## src/rtl/mac_stat_pkg.sv

```systemverilog
package mac_stat_pkg;
    localparam int unsigned ADDR_W = 3;

    typedef enum logic [ADDR_W-1:0] {
        REG_RXO_LO = 3'd0,
        REG_RXO_HI = 3'd1,
        REG_TXO_LO = 3'd2,
        REG_TXO_HI = 3'd3,
        REG_NOBUF  = 3'd4
    } reg_sel_e;

    typedef struct packed {
        logic rx_oct;
        logic tx_oct;
        logic nobuf;
    } qual_t;
endpackage

```

## src/rtl/mac_stat_qual.sv

```systemverilog
module mac_stat_qual
    import mac_stat_pkg::*;
#(
    parameter int unsigned LEN_W      = 16,
    parameter int unsigned MIN_TX_LEN = 64
) (
    input  logic             rx_enable,
    input  logic             tx_enable,
    input  logic             rx_eof,
    input  logic             rx_good,
    input  logic             rx_addr_pass,
    input  logic             rx_missed,
    input  logic             rx_fc,
    input  logic             rx_buf_avail,
    input  logic             tx_eof,
    input  logic [LEN_W-1:0] tx_len,
    input  logic             tx_good,
    input  logic             tx_fc,
    output qual_t            qual
);
    localparam logic [LEN_W-1:0] MIN_L = LEN_W'(MIN_TX_LEN);

    logic rx_live;

    always_comb begin
        rx_live     = rx_eof && rx_enable && !rx_fc;
        qual.rx_oct = rx_live && rx_good && rx_addr_pass && !rx_missed;
        qual.nobuf  = rx_live && !rx_buf_avail;
        qual.tx_oct = tx_eof && tx_enable && tx_good && !tx_fc && (tx_len >= MIN_L);
    end
endmodule

```

## src/rtl/mac_stat_satcnt.sv

```systemverilog
module mac_stat_satcnt #(
    parameter int unsigned CNT_W = 64,
    parameter int unsigned INC_W = 16
) (
    input  logic             clk,
    input  logic             rst,
    input  logic             inc_en,
    input  logic [INC_W-1:0] inc_val,
    input  logic             clr,
    output logic [CNT_W-1:0] cnt
);
    localparam int unsigned SUM_W = CNT_W + 1;

    typedef struct packed {
        logic [CNT_W-1:0] cnt;
    } cnt_st_t;

    cnt_st_t          s_d, s_q;
    logic [SUM_W-1:0] sum;

    always_comb begin
        s_d = s_q;
        if (clr) begin
            s_d.cnt = '0;
        end
        sum = {1'b0, s_d.cnt} + SUM_W'(inc_val);
        if (inc_en) begin
            s_d.cnt = sum[CNT_W] ? '1 : sum[CNT_W-1:0];
        end
    end

    always_ff @(posedge clk) begin
        if (rst) begin
            s_q <= '0;
        end else begin
            s_q <= s_d;
        end
    end

    assign cnt = s_q.cnt;
endmodule

```

## src/rtl/mac_stat_rdport.sv

```systemverilog
module mac_stat_rdport
    import mac_stat_pkg::*;
#(
    parameter int unsigned OCT_W  = 64,
    parameter int unsigned NB_W   = 32,
    parameter int unsigned DATA_W = 32
) (
    input  logic              clk,
    input  logic              rst,
    input  logic              rd_en,
    input  logic [ADDR_W-1:0] rd_addr,
    input  logic [OCT_W-1:0]  rx_cnt,
    input  logic [OCT_W-1:0]  tx_cnt,
    input  logic [NB_W-1:0]   nb_cnt,
    output logic              clr_rx,
    output logic              clr_tx,
    output logic              clr_nb,
    output logic [DATA_W-1:0] rd_data
);
    localparam int unsigned EXT_W = 2 * DATA_W;

    typedef struct packed {
        logic [DATA_W-1:0] data;
    } rd_st_t;

    rd_st_t            s_d, s_q;
    logic [EXT_W-1:0]  rx_ext, tx_ext;

    always_comb begin
        rx_ext = EXT_W'(rx_cnt);
        tx_ext = EXT_W'(tx_cnt);
        clr_rx = 1'b0;
        clr_tx = 1'b0;
        clr_nb = 1'b0;
        s_d.data = '0;
        if (rd_en) begin
            case (rd_addr)
                REG_RXO_LO: s_d.data = rx_ext[DATA_W-1:0];
                REG_RXO_HI: begin
                    s_d.data = rx_ext[EXT_W-1:DATA_W];
                    clr_rx   = 1'b1;
                end
                REG_TXO_LO: s_d.data = tx_ext[DATA_W-1:0];
                REG_TXO_HI: begin
                    s_d.data = tx_ext[EXT_W-1:DATA_W];
                    clr_tx   = 1'b1;
                end
                REG_NOBUF: begin
                    s_d.data = DATA_W'(nb_cnt);
                    clr_nb   = 1'b1;
                end
                default: s_d.data = '0;
            endcase
        end
    end

    always_ff @(posedge clk) begin
        if (rst) begin
            s_q <= '0;
        end else begin
            s_q <= s_d;
        end
    end

    assign rd_data = s_q.data;
endmodule

```

## src/rtl/mac_stat_bank.sv

```systemverilog
module mac_stat_bank
    import mac_stat_pkg::*;
#(
    parameter int unsigned OCT_W      = 64,
    parameter int unsigned NB_W       = 32,
    parameter int unsigned LEN_W      = 16,
    parameter int unsigned DATA_W     = 32,
    parameter int unsigned MIN_TX_LEN = 64
) (
    input  logic              clk,
    input  logic              rst,
    input  logic              rx_enable,
    input  logic              tx_enable,
    input  logic              rx_eof,
    input  logic [LEN_W-1:0]  rx_len,
    input  logic              rx_good,
    input  logic              rx_addr_pass,
    input  logic              rx_missed,
    input  logic              rx_fc,
    input  logic              rx_buf_avail,
    input  logic              tx_eof,
    input  logic [LEN_W-1:0]  tx_len,
    input  logic              tx_good,
    input  logic              tx_fc,
    input  logic              rd_en,
    input  logic [2:0]        rd_addr,
    output logic [DATA_W-1:0] rd_data
);
    qual_t            qual;
    logic             clr_rx, clr_tx, clr_nb;
    logic [OCT_W-1:0] rx_cnt, tx_cnt;
    logic [NB_W-1:0]  nb_cnt;

    mac_stat_qual #(.LEN_W(LEN_W), .MIN_TX_LEN(MIN_TX_LEN)) u_qual (
        .rx_enable   (rx_enable),
        .tx_enable   (tx_enable),
        .rx_eof      (rx_eof),
        .rx_good     (rx_good),
        .rx_addr_pass(rx_addr_pass),
        .rx_missed   (rx_missed),
        .rx_fc       (rx_fc),
        .rx_buf_avail(rx_buf_avail),
        .tx_eof      (tx_eof),
        .tx_len      (tx_len),
        .tx_good     (tx_good),
        .tx_fc       (tx_fc),
        .qual        (qual)
    );

    mac_stat_satcnt #(.CNT_W(OCT_W), .INC_W(LEN_W)) u_rx_oct (
        .clk(clk), .rst(rst), .inc_en(qual.rx_oct), .inc_val(rx_len),
        .clr(clr_rx), .cnt(rx_cnt)
    );

    mac_stat_satcnt #(.CNT_W(OCT_W), .INC_W(LEN_W)) u_tx_oct (
        .clk(clk), .rst(rst), .inc_en(qual.tx_oct), .inc_val(tx_len),
        .clr(clr_tx), .cnt(tx_cnt)
    );

    mac_stat_satcnt #(.CNT_W(NB_W), .INC_W(1)) u_nobuf (
        .clk(clk), .rst(rst), .inc_en(qual.nobuf), .inc_val(1'b1),
        .clr(clr_nb), .cnt(nb_cnt)
    );

    mac_stat_rdport #(.OCT_W(OCT_W), .NB_W(NB_W), .DATA_W(DATA_W)) u_rdport (
        .clk    (clk),
        .rst    (rst),
        .rd_en  (rd_en),
        .rd_addr(rd_addr),
        .rx_cnt (rx_cnt),
        .tx_cnt (tx_cnt),
        .nb_cnt (nb_cnt),
        .clr_rx (clr_rx),
        .clr_tx (clr_tx),
        .clr_nb (clr_nb),
        .rd_data(rd_data)
    );
endmodule

```

## config.mk

```make
export PLATFORM = sky130hd
export DESIGN_NAME = mac_stat_bank
export DESIGN_NICKNAME = d
export VERILOG_FILES = /design/src/rtl/mac_stat_pkg.sv /design/src/rtl/mac_stat_qual.sv /design/src/rtl/mac_stat_satcnt.sv /design/src/rtl/mac_stat_rdport.sv /design/src/rtl/mac_stat_bank.sv
export SDC_FILE = /design/constraint.sdc
export NUM_CORES = 1
export LEC_CHECK = 0
export ABC_AREA = 1
export BUFFER_PORTS_ARGS = -buffer_cell sky130_fd_sc_hd__buf_2
export CAP_MARGIN = 20
export CORE_MARGIN = 2
export CORE_UTILIZATION = 55
export DETAILED_ROUTE_END_ITERATION = 8
export PLACE_DENSITY_LB_ADDON = 0.15
export SYNTH_ARGS = -nofsm -noshare
export SYNTH_HDL_FRONTEND = slang
export SYNTH_SLANG_ARGS = --single-unit
```

## constraint.sdc

```tcl
create_clock -name clk -period 11.1 [get_ports clk]
set_clock_uncertainty 0.05 [all_clocks]
set_input_delay 2.22 -clock clk [delete_from_list [all_inputs] [get_ports clk]]
set_output_delay 2.22 -clock clk [all_outputs]
set_load 0.03 [all_outputs]
```

* After elaboration in Yosys (flattened, before gate mapping)
Cells that the tools add are included.
Storage, ports and cells: register bits after elaboration 192, bits of input ports 49, output and inout bits 32
Cells by class: add/sub/neg operators 3, order comparisons 1, equal/unequal tests 4, mux-type cells 16, bitwise gates (word level) 1, reductions and logical operators 16
Operators with widths (number):
- 64-bit 2-to-1 mux | 6
- 32-bit case mux with 5 select lines | 1
- 64-bit by 16-bit adder with 65-bit output | 2
- 32-bit 2-to-1 mux | 3
- 32-bit by 1-bit adder with 33-bit output (second input constant) | 1
- 16-bit by 7-bit greater-or-equal comparator with 1-bit output (second input constant) | 1
- 1-bit logical AND | 10
- 3-bit by 2-bit equality test with 1-bit output (second input constant) | 2
- 1-bit 2-to-1 mux | 6
- 1-bit zero test | 4
- 3-bit by 1-bit equality test with 1-bit output (second input constant) | 1
- 3-bit equality test (second input constant) | 1
- 3-bit zero test | 1
- 2-bit OR reduction | 1
- 1-bit inverter | 1

* Depth between registers and ports, before layout
depth after elaboration 7, depth in mapped cells 25, gate-level depth less buffers 21

* Cells and area by module
A second synthesis with hierarchy kept.
Unflattened totals: cell total of the unflattened synthesis 2853, area, all modules 16500.8 um^2
Modules (own cells, without submodules):
- mac_stat_satcnt at u_tx_oct | times used 1, cells an instance 1065, area an instance 5909.4 um^2, sequential area each 1281.2 um^2
- mac_stat_satcnt at u_rx_oct | times used 1, cells an instance 1064, area an instance 5890.6 um^2, sequential area each 1281.2 um^2
- mac_stat_rdport | times used 1, cells an instance 375, area an instance 2359.8 um^2, sequential area each 640.6 um^2
- mac_stat_satcnt at u_nobuf | times used 1, cells an instance 333, area an instance 2267.2 um^2, sequential area each 640.6 um^2
- mac_stat_qual | times used 1, cells an instance 15, area an instance 70.1 um^2, sequential area each 0.0 um^2
- mac_stat_bank | times used 1, cells an instance 1, area an instance 3.8 um^2, sequential area each 0.0 um^2

* Least setup slack after synthesis
Ideal clock, no wire load.
path kind input port to flip-flop, start input rd_addr[2], end register u_tx_oct.s_q, in the netlist u_tx_oct.cnt[43], library setup time 0.125 ns, arrival time 4.976 ns, data required time 10.925 ns, path slack 5.949 ns, cell stages on the path 25, buffers on the path 5, cell sequence inv_2 -> nand4_4 -> buf_8 -> buf_8 -> buf_6 -> clkbuf_1 -> nand2_1 -> inv_1 -> ha_1 -> fa_1 -> nand2_1 -> nand3_1 -> nand2_1 -> inv_1 -> nand2_1 -> nand2_1 -> nand2_1 -> nand2_1 -> nand2_1 -> nor2_1 -> nand3_2 -> buf_4 -> nand2_1 -> nor2_1 -> nor2_2
Between the ends: word-level cells in the longest chain between the ends 7
RTL lines:
- from (decl) | line mac_stat_bank.sv:26 | input logic [2:0] rd_addr,
- 3-bit by 2-bit equality test with 1-bit output * | line mac_stat_rdport.sv:37 | case (rd_addr)
- 1-bit 2-to-1 mux * | line mac_stat_rdport.sv:37
- 1-bit 2-to-1 mux * | line mac_stat_rdport.sv:36 | if (rd_en) begin
- 64-bit 2-to-1 mux * | line mac_stat_satcnt.sv:23 | if (clr) begin
- 64-bit by 16-bit adder with 65-bit output | line mac_stat_satcnt.sv:26 | sum = {1'b0, s_d.cnt} + SUM_W'(inc_val);
- 64-bit 2-to-1 mux | line mac_stat_satcnt.sv:28 | s_d.cnt = sum[CNT_W] ? '1 : sum[CNT_W-1:0];
- 64-bit 2-to-1 mux * | line mac_stat_satcnt.sv:27 | if (inc_en) begin
- to (signal assigned) | line mac_stat_satcnt.sv:34 | s_q <= '0;
- to (signal assigned) | line mac_stat_satcnt.sv:36 | s_q <= s_d;
- to (decl) | line mac_stat_satcnt.sv:18 | cnt_st_t s_d, s_q;
Mark *: on every way between the ends. The rest lies on a longest branch, timed or not. A chain may end at the register's enable or synchronous reset.

* Final worst setup path
start input rd_addr[2], end register u_rx_oct.s_q, in the netlist u_rx_oct.cnt[62]
Between the ends: word-level cells in the longest chain between the ends 7
RTL lines (line):
- 3-bit by 1-bit equality test with 1-bit output * | mac_stat_rdport.sv:37
- 1-bit 2-to-1 mux * | mac_stat_rdport.sv:37
- 1-bit 2-to-1 mux * | mac_stat_rdport.sv:36
- 64-bit 2-to-1 mux * | mac_stat_satcnt.sv:23
- 64-bit by 16-bit adder with 65-bit output | mac_stat_satcnt.sv:26
- 64-bit 2-to-1 mux | mac_stat_satcnt.sv:28
- 64-bit 2-to-1 mux * | mac_stat_satcnt.sv:27
- to (signal assigned) | mac_stat_satcnt.sv:34
- to (signal assigned) | mac_stat_satcnt.sv:36
- to (decl) | mac_stat_satcnt.sv:18
Marked as above.

==> impl_metrics.ini <==
[status]
status = completed

[detailed_routing]
ant_nets = 0
drtPass1Iterations = 7
viasPerCell = 5.76
via_count = 16300
drt-initial-drc-count = 1966
wl_per_cell_um = 18.6
drc = 0
wl_mm = 52.6

[global_routing]
antenna_found_initial = 0
grt_pass1_vias = 14900
grtUsageTotal_pct = 37.2
grt_max_degree = 84
grt_pass1_wl_mm = 82.4
grt.overflow.total = 0

[clock_tree]
cts_tree = yes
cts_root_buffer = clkbuf_16
cts_setup_buffers = 0
clk_pin_slew_ns = 0.08
cts_sinks = 192
htreeDepth = 4
clockBufferDepth = 2
clkLatencyLatePin_ns = 0.45
cts_resized = 0
cts_hold_buf = 0
cts_buffers = 17

[logic_synthesis]
async_reset_ff_share_pct = 0
yosys.area_share.simple_pct = 42.8
yosysWarnings = 0
synth_top_family_by_area = simple AND/OR/NAND/NOR gates
synth_edf_count = 0
syn_nets = 2533
synthXorXnorAreaFrac_pct = 4.38
synth-seq-cells = 192
synth_compound_area_share_pct = 10.9
yosysSeqAreaShare_pct = 26.0
synth_cells = 2449
synth_fa_ha_area_share_pct = 3.06
syn_avg_cell_area_um2 = 6.04
synthMuxAreaShare_pct = 0
synth.distinct_cells = 45
syn_area_um2 = 14800
synth-main-ff-cell = dfxtp_1

[layout]
final_layout_size_suffix_gt1_share_pct = 9.26
finish.utilization_pct = 59.4
postLayoutCellArea_um2 = 15800
layout.nets = 2557
instances_no_fill = 2825
areaGrowthSynthToFinish_pct = 7.00
n_antenna_cell = 0

[critical_path]
cpPeakStageDelay_ns = 0.60
path_buf_inv = 4
worstReg2RegEnd = u_tx_oct.cnt[39]$_SDFF_PP0_
ff2ff_path_depth = 18
path_depth = 19
critPathRequiredTime_ns = 11.44
crit_arrival_ns = 6.56
path_cells = buf_2 > inv_2 > nand3_2 > nor2_4 > buf_4 > nor2_1 > ha_1 > nand2_1 > nor2_1 > o21ai_0 > nand2_1 > nand2_1 > nand2_1 > nand2_1 > nor2_4 > nand4_4 > nand3_1 > nand2_1 > inv_1
path_class = input port to flop
crit_slowest_cell = nand3_2
cp_common_cell = nand2_1
startpoint_type = input port
cp_max_fo = 45
timing.rr.start = u_tx_oct.cnt[0]$_SDFF_PP0_
regToRegSetupSlack_ns = 7.93
endpoint = u_rx_oct.cnt[62]$_SDFF_PP0_
cp-end-kind = flop
crit_family = simple AND/OR/NAND/NOR gates
crit_start = rd_addr[2]

[sta]
max_slew_margin_pct = 26.6
hold_viol_final = 0
final.setup.tns_ns = 0
fmax_mhz = 161
rsz0062_at_grt = false
fin_crit_ns = 6.22
slew_viol_final = 0
setup_viol = 0
period_share_pct = 56.0
worst_slew_pin_slew_ns = 1.10

[min_path]
min-delay-path-class = flop to flop
min_path_cells = 2

[pwr]
p_per_area_nw_per_um2 = 91.4
fin_total_pwr_mw = 1.45
p_leak_nw = 6.73
ir_worst_vdd_mv = 0.0909

[die]
start_util_pct = 55.5
rows = 60
pin_count = 81
dieArea_um2 = 28200
die_w_um = 168
coreArea_um2 = 26700
die_h_um = 168

[placed_design]
detailed_place_hpwl_mm = 39.9
dpl-instance-area_um2 = 15200
io_buffers = 80
place_inst = 2794
place.gp.congestion = 1.01

[flow_run]
maxCapViolations = 0
tightest hold or removal path, cell delays in order (launching register included):
cell and delay, ns:
dfxtp_1 0.35, a211oi_1 0.07, nor2_1 0.08
final cells by class:
class                           count  area [um^2]
Sequential cell                   192         3840
Clock buffer                       19          453
Fill cell                        2692        10800
Inverter                          376         1410
Multi-Input combinational cell   1796         9070
Timing Repair Buffer               90          495
Tap cell                          341          427
Clock inverter                     11          130
sequential cells by signal, summed over array words and instances, names as in the netlist:
| register | flops |
|---|---|
| u_rx_oct.cnt | 64 |
| u_tx_oct.cnt | 64 |
| u_nobuf.cnt | 32 |
| u_rdport.rd_data | 32 |
Yosys cell counts, types with 6 or more instances:
cell type / number / area share [%]
a21oi_1: 106 / 3.6
a31oi_1: 22 / 0.93
o22ai_1: 40 / 1.7
nand3b_1: 10 / 0.51
buf_2: 10 / 0.34
buf_6: 14 / 1.1
nand3_1: 238 / 8.1
ha_1: 33 / 2.8
a211oi_1: 25 / 1.3
a21oi_2: 6 / 0.36
nand2_1: 592 / 15
nor2_2: 26 / 1.1
o21ai_0: 70 / 2.4
inv_2: 14 / 0.36
o21bai_1: 8 / 0.41
nor2_1: 367 / 9.3
nand4_1: 74 / 3.1
buf_1: 6 / 0.15
clkbuf_1: 46 / 1.2
xor2_1: 36 / 2.1
nor2_4: 10 / 0.76
nand3_2: 15 / 1.0
xnor2_1: 38 / 2.2
nor3_1: 27 / 0.91
dfxtp_1: 192 / 26
inv_1: 361 / 9.2
buf_4: 7 / 0.36
nand2_2: 14 / 0.59
and2_1: 6 / 0.25
cells in the final DEF, fill, tap and decap left out, types with 22 or more instances in the layout:
cell type  instances
nor3_1            27
xnor2_1           38
nand2_1          592
a211oi_1          25
xor2_1            36
a31oi_1           22
dfxtp_1          192
buf_2             80
nand3_1          238
inv_1            360
nor2_2            25
nor2_1           367
o22ai_1           40
nand4_1           74
a21oi_1          105
o21ai_0           70
ha_1              33
how the worst min path moves through the flow:
stage / start / to / slack, ns
floorplan: u_tx_oct.cnt[48]$_SDFF_PP0_ / u_tx_oct.cnt[48]$_SDFF_PP0_ / 0.41
global placement: u_rx_oct.cnt[1]$_SDFF_PP0_ / u_rdport.rd_data[1]$_SDFF_PP0_ / 0.45
detailed placement: u_rx_oct.cnt[1]$_SDFF_PP0_ / u_rdport.rd_data[1]$_SDFF_PP0_ / 0.47
CTS: u_rx_oct.cnt[3]$_SDFF_PP0_ / u_rdport.rd_data[3]$_SDFF_PP0_ / 0.49
global route: u_tx_oct.cnt[48]$_SDFF_PP0_ / u_tx_oct.cnt[48]$_SDFF_PP0_ / 0.51
finish: u_rx_oct.cnt[1]$_SDFF_PP0_ / u_rdport.rd_data[1]$_SDFF_PP0_ / 0.49
metrics by stage:
stage               setup slack (ns)  hold slack [ns]
detailed placement              4.57            0.468
CTS                             5.00            0.490
global route                    4.57            0.511
floorplan                       5.95            0.409
finish                          4.88            0.491
global placement                4.71            0.450
cell families after synthesis:
logic type               Yosys count
adder cells (fa/ha/maj)           35
flip-flops                       192
AO/OA/AOI/OAI                    284
XOR/XNOR                          74
AND/OR/NAND/NOR                 1403
buffers and inverters            461
layer usage:
layer	track usage [%]	wire length (um)
met1	50.8	22900
met2	58.1	22800
met5	0	0
met3	6.23	4500
met4	16.1	2420
power breakdown:
group | switching [mW] | total (mW) | leakage, nW | internal (mW)
clock network | 0.299 | 0.644 | 0.286 | 0.345
registers | 0.00198 | 0.693 | 1.55 | 0.691
logic | 0.0784 | 0.110 | 4.90 | 0.0320
No activity file was read; power rests on OpenSTA's default activity.
